$ cat config.mk
export PLATFORM = sky130hd
export DESIGN_NAME = sxp_channel
export DESIGN_NICKNAME = d
export VERILOG_FILES = /design/src/rtl/sxp_pkg.sv /design/src/rtl/sxp_clkdiv.sv /design/src/rtl/sxp_shifter.sv /design/src/rtl/sxp_irq.sv /design/src/rtl/sxp_channel.sv
export SDC_FILE = /design/constraint.sdc
export NUM_CORES = 1
export LEC_CHECK = 0
export ABC_AREA = 1
export BUFFER_PORTS_ARGS = -buffer_cell sky130_fd_sc_hd__buf_2
export CAP_MARGIN = 10
export CORE_MARGIN = 2
export CORE_UTILIZATION = 39
export CTS_CLUSTER_SIZE = 20
export DETAILED_ROUTE_END_ITERATION = 8
export SETUP_SLACK_MARGIN = 0.2
export SYNTH_ARGS = -nofsm -noshare
export SYNTH_HDL_FRONTEND = slang
export SYNTH_SLANG_ARGS = --single-unit
$ cat constraint.sdc
create_clock -name clk -period 3 [get_ports clk]
set_clock_uncertainty 0.2 [all_clocks]
set_input_delay 0.6 -clock clk [delete_from_list [all_inputs] [get_ports clk]]
set_output_delay 0.6 -clock clk [all_outputs]
set_load 0.02 [all_outputs]
$ cat src/rtl/sxp_pkg.sv
package sxp_pkg;

    typedef enum logic [1:0] {
        ADR_PARAM = 2'd0,
        ADR_CTRL  = 2'd1,
        ADR_DATA  = 2'd2
    } reg_adr_e;

    localparam int RATE_W   = 3;
    localparam int CS_W     = 3;
    localparam int TYPE_W   = 2;
    localparam int DIV_W    = 6;
    localparam int FAST_CODE = 6;

    // parameter register fields
    localparam int P_TC     = 0;
    localparam int P_TCM    = 1;
    localparam int P_ATT    = 2;
    localparam int P_ATTM   = 3;
    localparam int P_RATE   = 4;
    localparam int P_CS     = 8;
    localparam int P_PRES   = 12;

    // control register fields
    localparam int C_START  = 0;
    localparam int C_TYPE   = 1;
    localparam int C_LEN    = 4;

    // half-period length minus one for a rate code; the reserved code runs slowest
    function automatic logic [DIV_W-1:0] half_limit(input logic [RATE_W-1:0] code);
        logic [DIV_W:0] span;
        if (int'(code) > FAST_CODE) span = (DIV_W+1)'(1) << FAST_CODE;
        else                        span = (DIV_W+1)'(1) << (FAST_CODE - int'(code));
        return DIV_W'(span - 1'b1);
    endfunction

endpackage

$ cat src/rtl/sxp_clkdiv.sv
module sxp_clkdiv
    import sxp_pkg::*;
(
    input  logic              clk,
    input  logic              rst_n,
    input  logic              run,
    input  logic [RATE_W-1:0] rate,
    output logic              tick
);
    logic [DIV_W-1:0] cnt_d, cnt_q;
    logic [DIV_W-1:0] lim;

    always_comb begin
        lim   = half_limit(rate);
        tick  = run && (cnt_q == lim);
        cnt_d = (!run || tick) ? '0 : cnt_q + 1'b1;
    end

    always_ff @(posedge clk) begin
        if (!rst_n) cnt_q <= '0;
        else        cnt_q <= cnt_d;
    end

    AST_DIV_RANGE: assert property (@(posedge clk) disable iff (!rst_n)
        run |-> (cnt_q <= lim));

endmodule

$ cat src/rtl/sxp_shifter.sv
module sxp_shifter #(
    parameter int DATA_W = 32,
    localparam int IDX_W = $clog2(DATA_W),
    localparam int LEN_W = $clog2(DATA_W / 8)
) (
    input  logic             clk,
    input  logic             rst_n,
    input  logic             start,
    input  logic [LEN_W-1:0] len,
    input  logic             tick,
    input  logic             miso,
    output logic             busy,
    output logic             sclk,
    output logic [IDX_W-1:0] bit_idx,
    output logic             wr_en,
    output logic             wr_val,
    output logic             done
);
    typedef struct packed {
        logic             busy;
        logic             phase;
        logic [IDX_W-1:0] bitn;
        logic [IDX_W-1:0] last;
        logic             rx;
    } eng_t;

    eng_t d, q;

    always_comb begin
        d      = q;
        wr_en  = 1'b0;
        wr_val = q.rx;
        done   = 1'b0;
        if (start && !q.busy) begin
            d.busy  = 1'b1;
            d.phase = 1'b0;
            d.bitn  = '0;
            d.last  = {len, 3'b111};
        end else if (q.busy && tick) begin
            if (!q.phase) begin
                d.phase = 1'b1;
                d.rx    = miso;
            end else begin
                d.phase = 1'b0;
                wr_en   = 1'b1;
                if (q.bitn == q.last) begin
                    d.busy = 1'b0;
                    done   = 1'b1;
                end else begin
                    d.bitn = q.bitn + 1'b1;
                end
            end
        end
    end

    always_ff @(posedge clk) begin
        if (!rst_n) q <= '0;
        else        q <= d;
    end

    assign busy    = q.busy;
    assign sclk    = q.busy & q.phase;
    assign bit_idx = q.bitn;

    AST_BIT_RANGE: assert property (@(posedge clk) disable iff (!rst_n)
        q.busy |-> (q.bitn <= q.last));
    AST_DONE_IDLE: assert property (@(posedge clk) disable iff (!rst_n)
        done |=> !q.busy);

endmodule

$ cat src/rtl/sxp_irq.sv
module sxp_irq (
    input  logic clk,
    input  logic rst_n,
    input  logic tc_set,
    input  logic tc_clr,
    input  logic att_set,
    input  logic att_clr,
    input  logic tc_mask,
    input  logic att_mask,
    output logic tc_stat,
    output logic att_stat,
    output logic irq
);
    typedef struct packed {
        logic tc;
        logic att;
    } flg_t;

    flg_t d, q;

    always_comb begin
        d.tc  = tc_set  | (q.tc  & ~tc_clr);
        d.att = att_set | (q.att & ~att_clr);
    end

    always_ff @(posedge clk) begin
        if (!rst_n) q <= '0;
        else        q <= d;
    end

    assign tc_stat  = q.tc;
    assign att_stat = q.att;
    assign irq      = (q.tc & tc_mask) | (q.att & att_mask);

    AST_TC_SETS: assert property (@(posedge clk) disable iff (!rst_n)
        tc_set |=> tc_stat);
    AST_ATT_SETS: assert property (@(posedge clk) disable iff (!rst_n)
        att_set |=> att_stat);
    AST_IRQ_PASS: assert property (@(posedge clk) disable iff (!rst_n)
        (tc_set && tc_mask) |=> (irq || !tc_mask));

endmodule

$ cat src/rtl/sxp_channel.sv
module sxp_channel
    import sxp_pkg::*;
#(
    parameter int DATA_W      = 32,
    parameter int SYNC_STAGES = 2
) (
    input  logic              clk,
    input  logic              rst_n,
    input  logic              reg_wr,
    input  logic [1:0]        reg_addr,
    input  logic [DATA_W-1:0] reg_wdata,
    output logic [DATA_W-1:0] reg_rdata,
    input  logic              dev_present_i,
    input  logic              miso_i,
    output logic              mosi_o,
    output logic              sclk_o,
    output logic [CS_W-1:0]   cs_n_o,
    output logic              irq_o
);
    localparam int IDX_W = $clog2(DATA_W);
    localparam int LEN_W = $clog2(DATA_W / 8);

    typedef struct packed {
        logic [RATE_W-1:0]      rate;
        logic [CS_W-1:0]        cs;
        logic                   tc_mask;
        logic                   att_mask;
        logic [LEN_W-1:0]       len;
        logic [TYPE_W-1:0]      typ;
        logic [DATA_W-1:0]      data;
        logic [SYNC_STAGES-1:0] sync;
        logic                   pres_prev;
    } regs_t;

    regs_t d, q;

    logic             busy, tick, wr_en, wr_val, done, start;
    logic             tc_clr, att_clr, att_set, present, tc_stat, att_stat;
    logic [IDX_W-1:0] bit_idx, pos;
    logic [CS_W-1:0]  cs_req;

    assign present = q.sync[SYNC_STAGES-1];
    assign att_set = present ^ q.pres_prev;
    assign pos     = IDX_W'(DATA_W - 1) - bit_idx;
    assign cs_req  = reg_wdata[P_CS +: CS_W];

    always_comb begin
        d         = q;
        tc_clr    = 1'b0;
        att_clr   = 1'b0;
        start     = 1'b0;
        d.sync      = {q.sync[SYNC_STAGES-2:0], dev_present_i};
        d.pres_prev = present;
        if (reg_wr) begin
            case (reg_adr_e'(reg_addr))
                ADR_PARAM: begin
                    tc_clr     = reg_wdata[P_TC];
                    att_clr    = reg_wdata[P_ATT];
                    d.tc_mask  = reg_wdata[P_TCM];
                    d.att_mask = reg_wdata[P_ATTM];
                    if (!busy) begin
                        d.rate = reg_wdata[P_RATE +: RATE_W];
                        if ($countones(cs_req) <= 1) d.cs = cs_req;
                    end
                end
                ADR_CTRL: begin
                    if (!busy) begin
                        d.len = reg_wdata[C_LEN +: LEN_W];
                        d.typ = reg_wdata[C_TYPE +: TYPE_W];
                        start = reg_wdata[C_START];
                    end
                end
                ADR_DATA: begin
                    if (!busy) d.data = reg_wdata;
                end
                default: ;
            endcase
        end
        if (wr_en) d.data[pos] = wr_val;
    end

    always_ff @(posedge clk) begin
        if (!rst_n) q <= '0;
        else        q <= d;
    end

    sxp_clkdiv u_div (
        .clk   (clk),
        .rst_n (rst_n),
        .run   (busy),
        .rate  (q.rate),
        .tick  (tick)
    );

    sxp_shifter #(.DATA_W(DATA_W)) u_eng (
        .clk     (clk),
        .rst_n   (rst_n),
        .start   (start),
        .len     (reg_wdata[C_LEN +: LEN_W]),
        .tick    (tick),
        .miso    (miso_i),
        .busy    (busy),
        .sclk    (sclk_o),
        .bit_idx (bit_idx),
        .wr_en   (wr_en),
        .wr_val  (wr_val),
        .done    (done)
    );

    sxp_irq u_irq (
        .clk      (clk),
        .rst_n    (rst_n),
        .tc_set   (done),
        .tc_clr   (tc_clr),
        .att_set  (att_set),
        .att_clr  (att_clr),
        .tc_mask  (q.tc_mask),
        .att_mask (q.att_mask),
        .tc_stat  (tc_stat),
        .att_stat (att_stat),
        .irq      (irq_o)
    );

    assign mosi_o = busy ? q.data[pos] : 1'b0;
    assign cs_n_o = ~q.cs;

    always_comb begin
        reg_rdata = '0;
        case (reg_adr_e'(reg_addr))
            ADR_PARAM: begin
                reg_rdata[P_TC]              = tc_stat;
                reg_rdata[P_TCM]             = q.tc_mask;
                reg_rdata[P_ATT]             = att_stat;
                reg_rdata[P_ATTM]            = q.att_mask;
                reg_rdata[P_RATE +: RATE_W]  = q.rate;
                reg_rdata[P_CS +: CS_W]      = q.cs;
                reg_rdata[P_PRES]            = present;
            end
            ADR_CTRL: begin
                reg_rdata[C_START]           = busy;
                reg_rdata[C_TYPE +: TYPE_W]  = q.typ;
                reg_rdata[C_LEN +: LEN_W]    = q.len;
            end
            ADR_DATA: reg_rdata = q.data;
            default:  ;
        endcase
    end

    AST_CS_ONEHOT: assert property (@(posedge clk) disable iff (!rst_n)
        $onehot0(~cs_n_o));
    AST_CFG_FROZEN: assert property (@(posedge clk) disable iff (!rst_n)
        (busy && $past(busy)) |-> ($stable(q.rate) && $stable(q.cs)));
    AST_SCLK_IDLE: assert property (@(posedge clk) disable iff (!rst_n)
        !busy |-> !sclk_o);

endmodule

# Word level (Yosys, flattened, before mapping)
# Index checks and enable logic that the tools add are counted.
[op_classes]
add_sub_neg = 7
n_mul = 0
div = 0
order_cmp = 4
eq_ne = 4
n_shift = 1
muxes = 41
bitwise_logic = 17
n_reduce_logical = 19
[ops]
columns = ["cell", "count"]
rows = [
  ["2-to-1 mux 32 bit", 4],
  ["bitwise mux 32 bit", 1],
  ["<< shifter 1 x 32 -> 6 bit (first input constant)", 1],
  ["2-to-1 mux 1 bit", 22],
  ["2-to-1 mux 19 bit", 1],
  ["AND reduction 3 bit", 5],
  ["2-to-1 mux 7 bit", 2],
  ["2-to-1 mux 5 bit", 2],
  ["one-hot mux 3 bit (3 select lines)", 1],
  ["inverter 1 bit", 7],
  ["adder 6 x 1 -> 6 bit (second input constant)", 1],
  ["== test 6 bit", 1],
  ["less-than comparator 5 x 6 -> 1 bit (second input constant)", 1],
  ["2-to-1 mux 6 bit", 1],
  ["one-hot mux 1 bit (2 select lines)", 3],
  ["one-hot mux 2 bit (3 select lines)", 1],
  ["one-hot mux 3 bit (2 select lines)", 1],
  ["nonzero test 2 bit", 3],
  ["subtractor 6 x 1 -> 6 bit (second input constant)", 1],
  ["adder 5 x 1 -> 5 bit (second input constant)", 1],
  ["AND 1 bit", 5],
  ["binary-select mux 1 bit (select 5 bit)", 1],
  ["demux 1 bit (select 5 bit)", 1],
  ["== test 5 bit", 1],
  ["other kinds (19)", 25],
]
[totals]
regBits = 68
latch_bits = 0
ramBits = 0
rom_bits = 0
inputBits = 39
output_inout_bits = 38
word_cells = 110
n_memories = 0

# Logic depth before layout (Yosys ltp)
[depth]
ltp_word = 10
mapped_depth = 19
depth_no_buf = 18

# By module
# A second synthesis with hierarchy kept.
[unflattened]
cells_unflattened = 679
hier_area_um2 = 4236.6
[by_module_without_submodules]
columns = ["mod", "n_inst", "cells_each", "area_each_um2", "seq_area_each_um2"]
rows = [
  ["sxp_channel", 1, 477, 2876.5, 940.9],
  ["sxp_clkdiv", 1, 104, 654.4, 120.1],
  ["sxp_shifter", 1, 84, 618.1, 220.2],
  ["sxp_irq", 1, 14, 87.6, 40.0],
]

# Worst setup path before layout
# Ideal clock, no wire load.
[synth_path]
path_type = "reg-to-reg"
startpoint = "reg q[44] (netlist name)"
endpoint = "reg q[4] (netlist name)"
setup_ns = 0.132
arrival_time_ns = 2.429
t_required_ns = 2.668
path_slack_ns = 0.238
path_stages_with_launch = 16
n_path_buf = 1
period_less_slack_ns = 2.762
cell_sequence = "dfxtp_1 ha_1 ha_1 inv_1 nor2_1 nand3_2 ha_1 xor2_1 nand3_1 nor2_1 nand2_1 nor2_8 nand2_2 buf_2 nand2_1 a21oi_1"
[synth_via]
elab_chain_len = 10
elab_cells_between_ends = 11
classes_between = "add/sub: 2; order compare: 1; eq/ne: 1; shift: 1; mux: 4; reduce/logical: 2"
[synth_rtl]
columns = ["item", "line", "rtl"]
rows = [
  ["start, declared", "sxp_channel.sv:35", "regs_t d, q;"],
  ["start signal, assigned", "sxp_channel.sv:83", "if (!rst_n) q <= '0;"],
  ["start signal, assigned", "sxp_channel.sv:84", "else q <= d;"],
  ["subtractor 3 x 3 -> 4 bit", "sxp_pkg.sv:33", "else span = (DIV_W+1)'(1) << (FAST_CODE - int'(code));"],
  ["<< shifter 1 x 32 -> 6 bit", "sxp_pkg.sv:33", ""],
  ["2-to-1 mux 6 bit (*)", "sxp_pkg.sv:32", "if (int'(code) > FAST_CODE) span = (DIV_W+1)'(1) << FAST_CODE;"],
  ["subtractor 6 x 1 -> 6 bit (*)", "sxp_pkg.sv:34", "return DIV_W'(span - 1'b1);"],
  ["== test 6 bit (*)", "sxp_clkdiv.sv:15", "tick = run && (cnt_q == lim);"],
  ["logical AND 1 bit (*)", "sxp_clkdiv.sv:15", ""],
  ["logical AND 1 bit (*)", "sxp_shifter.sv:39", "end else if (q.busy && tick) begin"],
  ["2-to-1 mux 1 bit (*)", "sxp_shifter.sv:39", ""],
  ["2-to-1 mux 1 bit (*)", "sxp_shifter.sv:34", "if (start && !q.busy) begin"],
  ["2-to-1 mux 32 bit (*)", "sxp_channel.sv:79", "if (wr_en) d.data[pos] = wr_val;"],
]
# Every way passes the cells marked *; elsewhere a longest branch is shown, timed or not.
# A chain may end at the register's enable or synchronous reset.

# Final worst setup path
[layout_path]
startpoint = "reg q[44] (netlist name)"
endpoint = "reg q[17] (netlist name)"
# The elaborated chain is that of the path after synthesis.

==> impl_metrics.csv <==
group,metric,value,unit
job,max-cap-violations,0,
floorplan,initial_utilization,40.4,%
logic_synthesis,synth_largest_area_cell,"dfxtp_1",
power_and_ir_drop,clockPowerShare,46.0,%
logic_synthesis,synth_xor_area_share,1.59,%
logic_synthesis,synth_edf_count,0,
power_and_ir_drop,ir_drop,0.313,mV
global_route,grt_use_met3,4.50,%
global_route,grt_usage,22.4,%
cells_and_area,fillerInstances,1155,
cells_and_area,drive_gt1_share,20.4,%
setup_path,crit_family,"simple AND/OR/NAND/NOR gates",
timing,rsz0062_at_grt,"true",
run_status,status,"complete, no violations",
logic_synthesis,syn_inst,729,
clock_network,cts.clk_slew.worst_paths,0.06,ns
setup_path,crit_type,"flip-flop to flip-flop",
logic_synthesis,async_flop_share,0,%
setup_path,crit_path_top_delay_cell,"dfxtp_2",
setup_path,arrival,2.76,ns
detailed_routing,drtIter0Drc,265,
clock_network,clock_latency,0.33,ns
clock_network,cts_buffers,9,
clock_network,cts-root-buf,"clkbuf_16",
global_route,met2_usage,36.2,%
timing,finalHoldViolations,0,
global_route,grt_max_degree,63,
place,pre_cts_slack,0.0543,ns
logic_synthesis,synth_top_cells_by_count,"nand2_1 (183), a21oi_1 (94), inv_1 (83)",
logic_synthesis,yosys-mux-area-fraction,0,%
timing,maxSlewHeadroom,38.2,%
logic_synthesis,synthSimpleGateAreaFrac,31.3,%
place,place_congestion,0.876,
timing,drv_slew,0,
clock_network,clock_path_buffers,2,
clock_network,cts_num_sinks,66,
clock_network,cts_tree,"yes",
cells_and_area,nets,862,
detailed_routing,drt-pass1-iter-count,5,
logic_synthesis,synth-compound-area-share,21.8,%
power_and_ir_drop,combPwrFrac,15.5,%
detailed_routing,post_drt_wl_per_cell,15.2,um
timing,finalWorstSetupSlack,0.252,ns
power_and_ir_drop,p_int,0.00180,W
setup_path,critPathLaunchType,"flip-flop",
setup_path,cp.required,3.01,ns
setup_path,slowest_delay,0.33,ns
global_route,grt_pass1_vias,4415,
logic_synthesis,synth_fa_ha_area_share,3.68,%
logic_synthesis,post_synth.cell_area_avg,6.06,sq um
setup_path,cpMostUsedCell,"ha_4",
global_route,antenna_found_initial,0,
logic_synthesis,ys_top_cells_by_area,"dfxtp_1 (30%), nand2_1 (16%), a21oi_1 (11%), o21ai_0 (8.6%), inv_1 (7.1%)",
cells_and_area,ff_latch_area,0.00133,sq mm
timing,final.setup.tns,0,ns
place,dp_hpwl,9580,um
detailed_routing,drt_wl_total,14500,um
detailed_routing,vias,4922,
logic_synthesis,synthesis.nets,781,
setup_path,critPathMaxFanout,8,
power_and_ir_drop,seqPwrFrac,38.5,%
global_route,grt_overflow,0,
power_and_ir_drop,switchingPower,0.000676,W
floorplan,die_w,110,um
logic_synthesis,ys_types,30,
logic_synthesis,synthFlopType,"dfxtp_1",
timing,fmax,364,MHz
cells_and_area,area_growth,26.1,%
power_and_ir_drop,p_per_area,444,mW/mm^2
logic_synthesis,yosysMostFrequentCell,"nand2_1",
power_and_ir_drop,swShare,27.3,%
cells_and_area,antenna_cells,0,
timing,min_period_over_period,91.6,%
logic_synthesis,synth_seq_cells,66,
global_route,met1_usage,30.6,%
place,io_buffers,76,
power_and_ir_drop,p_leak,2.41,nW
detailed_routing,vias_per_cell,5.16,
global_route,grt_pass1_wl,22500,um
logic_synthesis,yosysSeqAreaShare,29.9,%
timing,tightest_slew,0.926,ns
floorplan,core,0.0109,sq mm
clock_network,htree_levels,3,
floorplan,die_area,0.0122,sq mm
setup_path,end_kind,"flip-flop",
logic_synthesis,yosysWarnings,0,
detailed_routing,drc,0,
power_and_ir_drop,finalPower,0.00248,W
setup_path,crit_buf_inv,2,
cells_and_area,multi_input_comb_area,0.00271,sq mm
floorplan,die_h,110,um
logic_synthesis,yosys.area.top_type_share,29.9,%
floorplan,rows,38,
logic_synthesis,synthesis.area,0.00442,sq mm
floorplan,pin_count,77,
logic_synthesis,synth_top_family_by_area,"simple AND/OR/NAND/NOR gates",
timing,period_needed,2.75,ns
detailed_routing,ant_nets,0,
min_path,min_path_type,"flip-flop to flip-flop",
setup_path,crit_chain,"ha_4 -> ha_4 -> inv_2 -> nor2_4 -> nand3_4 -> ha_4 -> xor2_2 -> nand3_1 -> nor2_1 -> nand2_2 -> nor2_8 -> nand2_8 -> clkbuf_16 -> nand2_2 -> a21oi_1",
timing,setup_viol,0,
global_route,top_usage_layer,"met2",
-- final timing paths --
check                     start               end  slack, ns  cells after the start
max          q[44]$_SDFFE_PN0P_  q[17]$_SDFF_PN0_       0.25                     15
min             d[2]$_SDFF_PN0_   d[0]$_SDFF_PN0_       0.22                      2
max reg2reg  q[44]$_SDFFE_PN0P_  q[17]$_SDFF_PN0_       0.25                     15
min reg2reg     d[2]$_SDFF_PN0_   d[0]$_SDFF_PN0_       0.22                      2
-- per-layer routing --
| metal | part of all wire (%) | routed length (um) | up-vias |
|---|---|---|---|
| met5 | 0 | 0 | - |
| met4 | 1.5 | 222 | 0 |
| met3 | 5.8 | 838 | 21 |
| met2 | 45 | 6590 | 152 |
| met1 | 47 | 6860 | 2218 |
| li1 | - | - | 2531 |
-- state kept, by name (all words and copies together) (netlist names) --
name and flops:
q 45, u_div.cnt_q 6, u_eng.bit_idx 5, u_eng.q 4, d 2, u_eng.busy 1, u_eng.wr_val 1, u_irq.att_stat 1
u_irq.tc_stat 1
-- cell type report --
class,count,area share (%)
Multi-Input combinational cell,536,48.6
Sequential cell,66,23.8
Timing Repair Buffer,109,12.9
Inverter,88,6.02
Clock buffer,11,4.36
Tap cell,140,3.14
Clock inverter,3,1.17
-- worst register-to-register path: cells and delay by family, from the launching register on --
kind                       cells  cell delay (ns)
and+or+nand+nor                8             0.95
xor gates and xnor gates       1             0.13
buffers and inverters          2             0.25
adders and majority gates      3             0.71
AOI/OAI and AO/OA              1             0.05
DFF                            1             0.33
-- repair_timing --
item | 4_1_cts | 5_1_grt
resized for setup | 6 | 35
buffers inserted | 2 | 8
pin swaps | 1 | 10
hold buffers | 0 | 0
cloned | 0 | 3
hold endpoints to repair | 0 | 0
setup endpoints to repair | 48 | 48
-- logic make-up (layout without fill, tap and decap cells) --
group / count (synthesis) / in the layout
buffers and inverters: 127 / 211
AOI/OAI and AO/OA: 184 / 184
adders and majority gates: 13 / 13
and+or+nand+nor: 331 / 331
xor gates and xnor gates: 8 / 8
DFF: 66 / 66
-- through the flow --
step / util (%) / hold WS [ns] / cells / area, sq um
6_report: 50.9 / 0.221 / 953 / 5570
5_1_grt: 50.9 / 0.261 / 953 / 5570
4_1_cts: 48.6 / 0.223 / 942 / 5320
3_5_place_dp: 45.5 / 0.208 / 926 / 4980
3_3_place_gp: 45.5 / 0.206 / 926 / 4980
2_1_floorplan: - / 0.190 / 729 / 4420
-- power groups by stage --
stage / clock network [W] / registers [W] / logic (W)
4_1_cts: 0.00115 / 0.000951 / 0.000364
2_1_floorplan: 0 / 0.000960 / 0.000249
6_report: 0.00114 / 0.000954 / 0.000385
3_5_place_dp: 0 / 0.000969 / 0.000360
5_1_grt: 0.00119 / 0.000957 / 0.000432
3_3_place_gp: 0 / 0.000969 / 0.000352
-- cells in the final DEF, fill, tap and decap left out, drive strengths merged, types with 2 or more instances in the layout --
| cell type | count |
|---|---|
| nor3 | 7 |
| nand2 | 185 |
| clkbuf | 13 |
| nand4 | 8 |
| nand3 | 53 |
| bufinv | 2 |
| inv | 84 |
| clkinv | 4 |
| ha | 13 |
| o22ai | 3 |
| xnor2 | 2 |
| dfxtp | 66 |
| nor2 | 78 |
| o21ai | 76 |
| o221ai | 4 |
| a21oi | 95 |
| xor2 | 6 |
| a31oi | 2 |
| buf | 107 |
(Power assumes the default switching activity.)
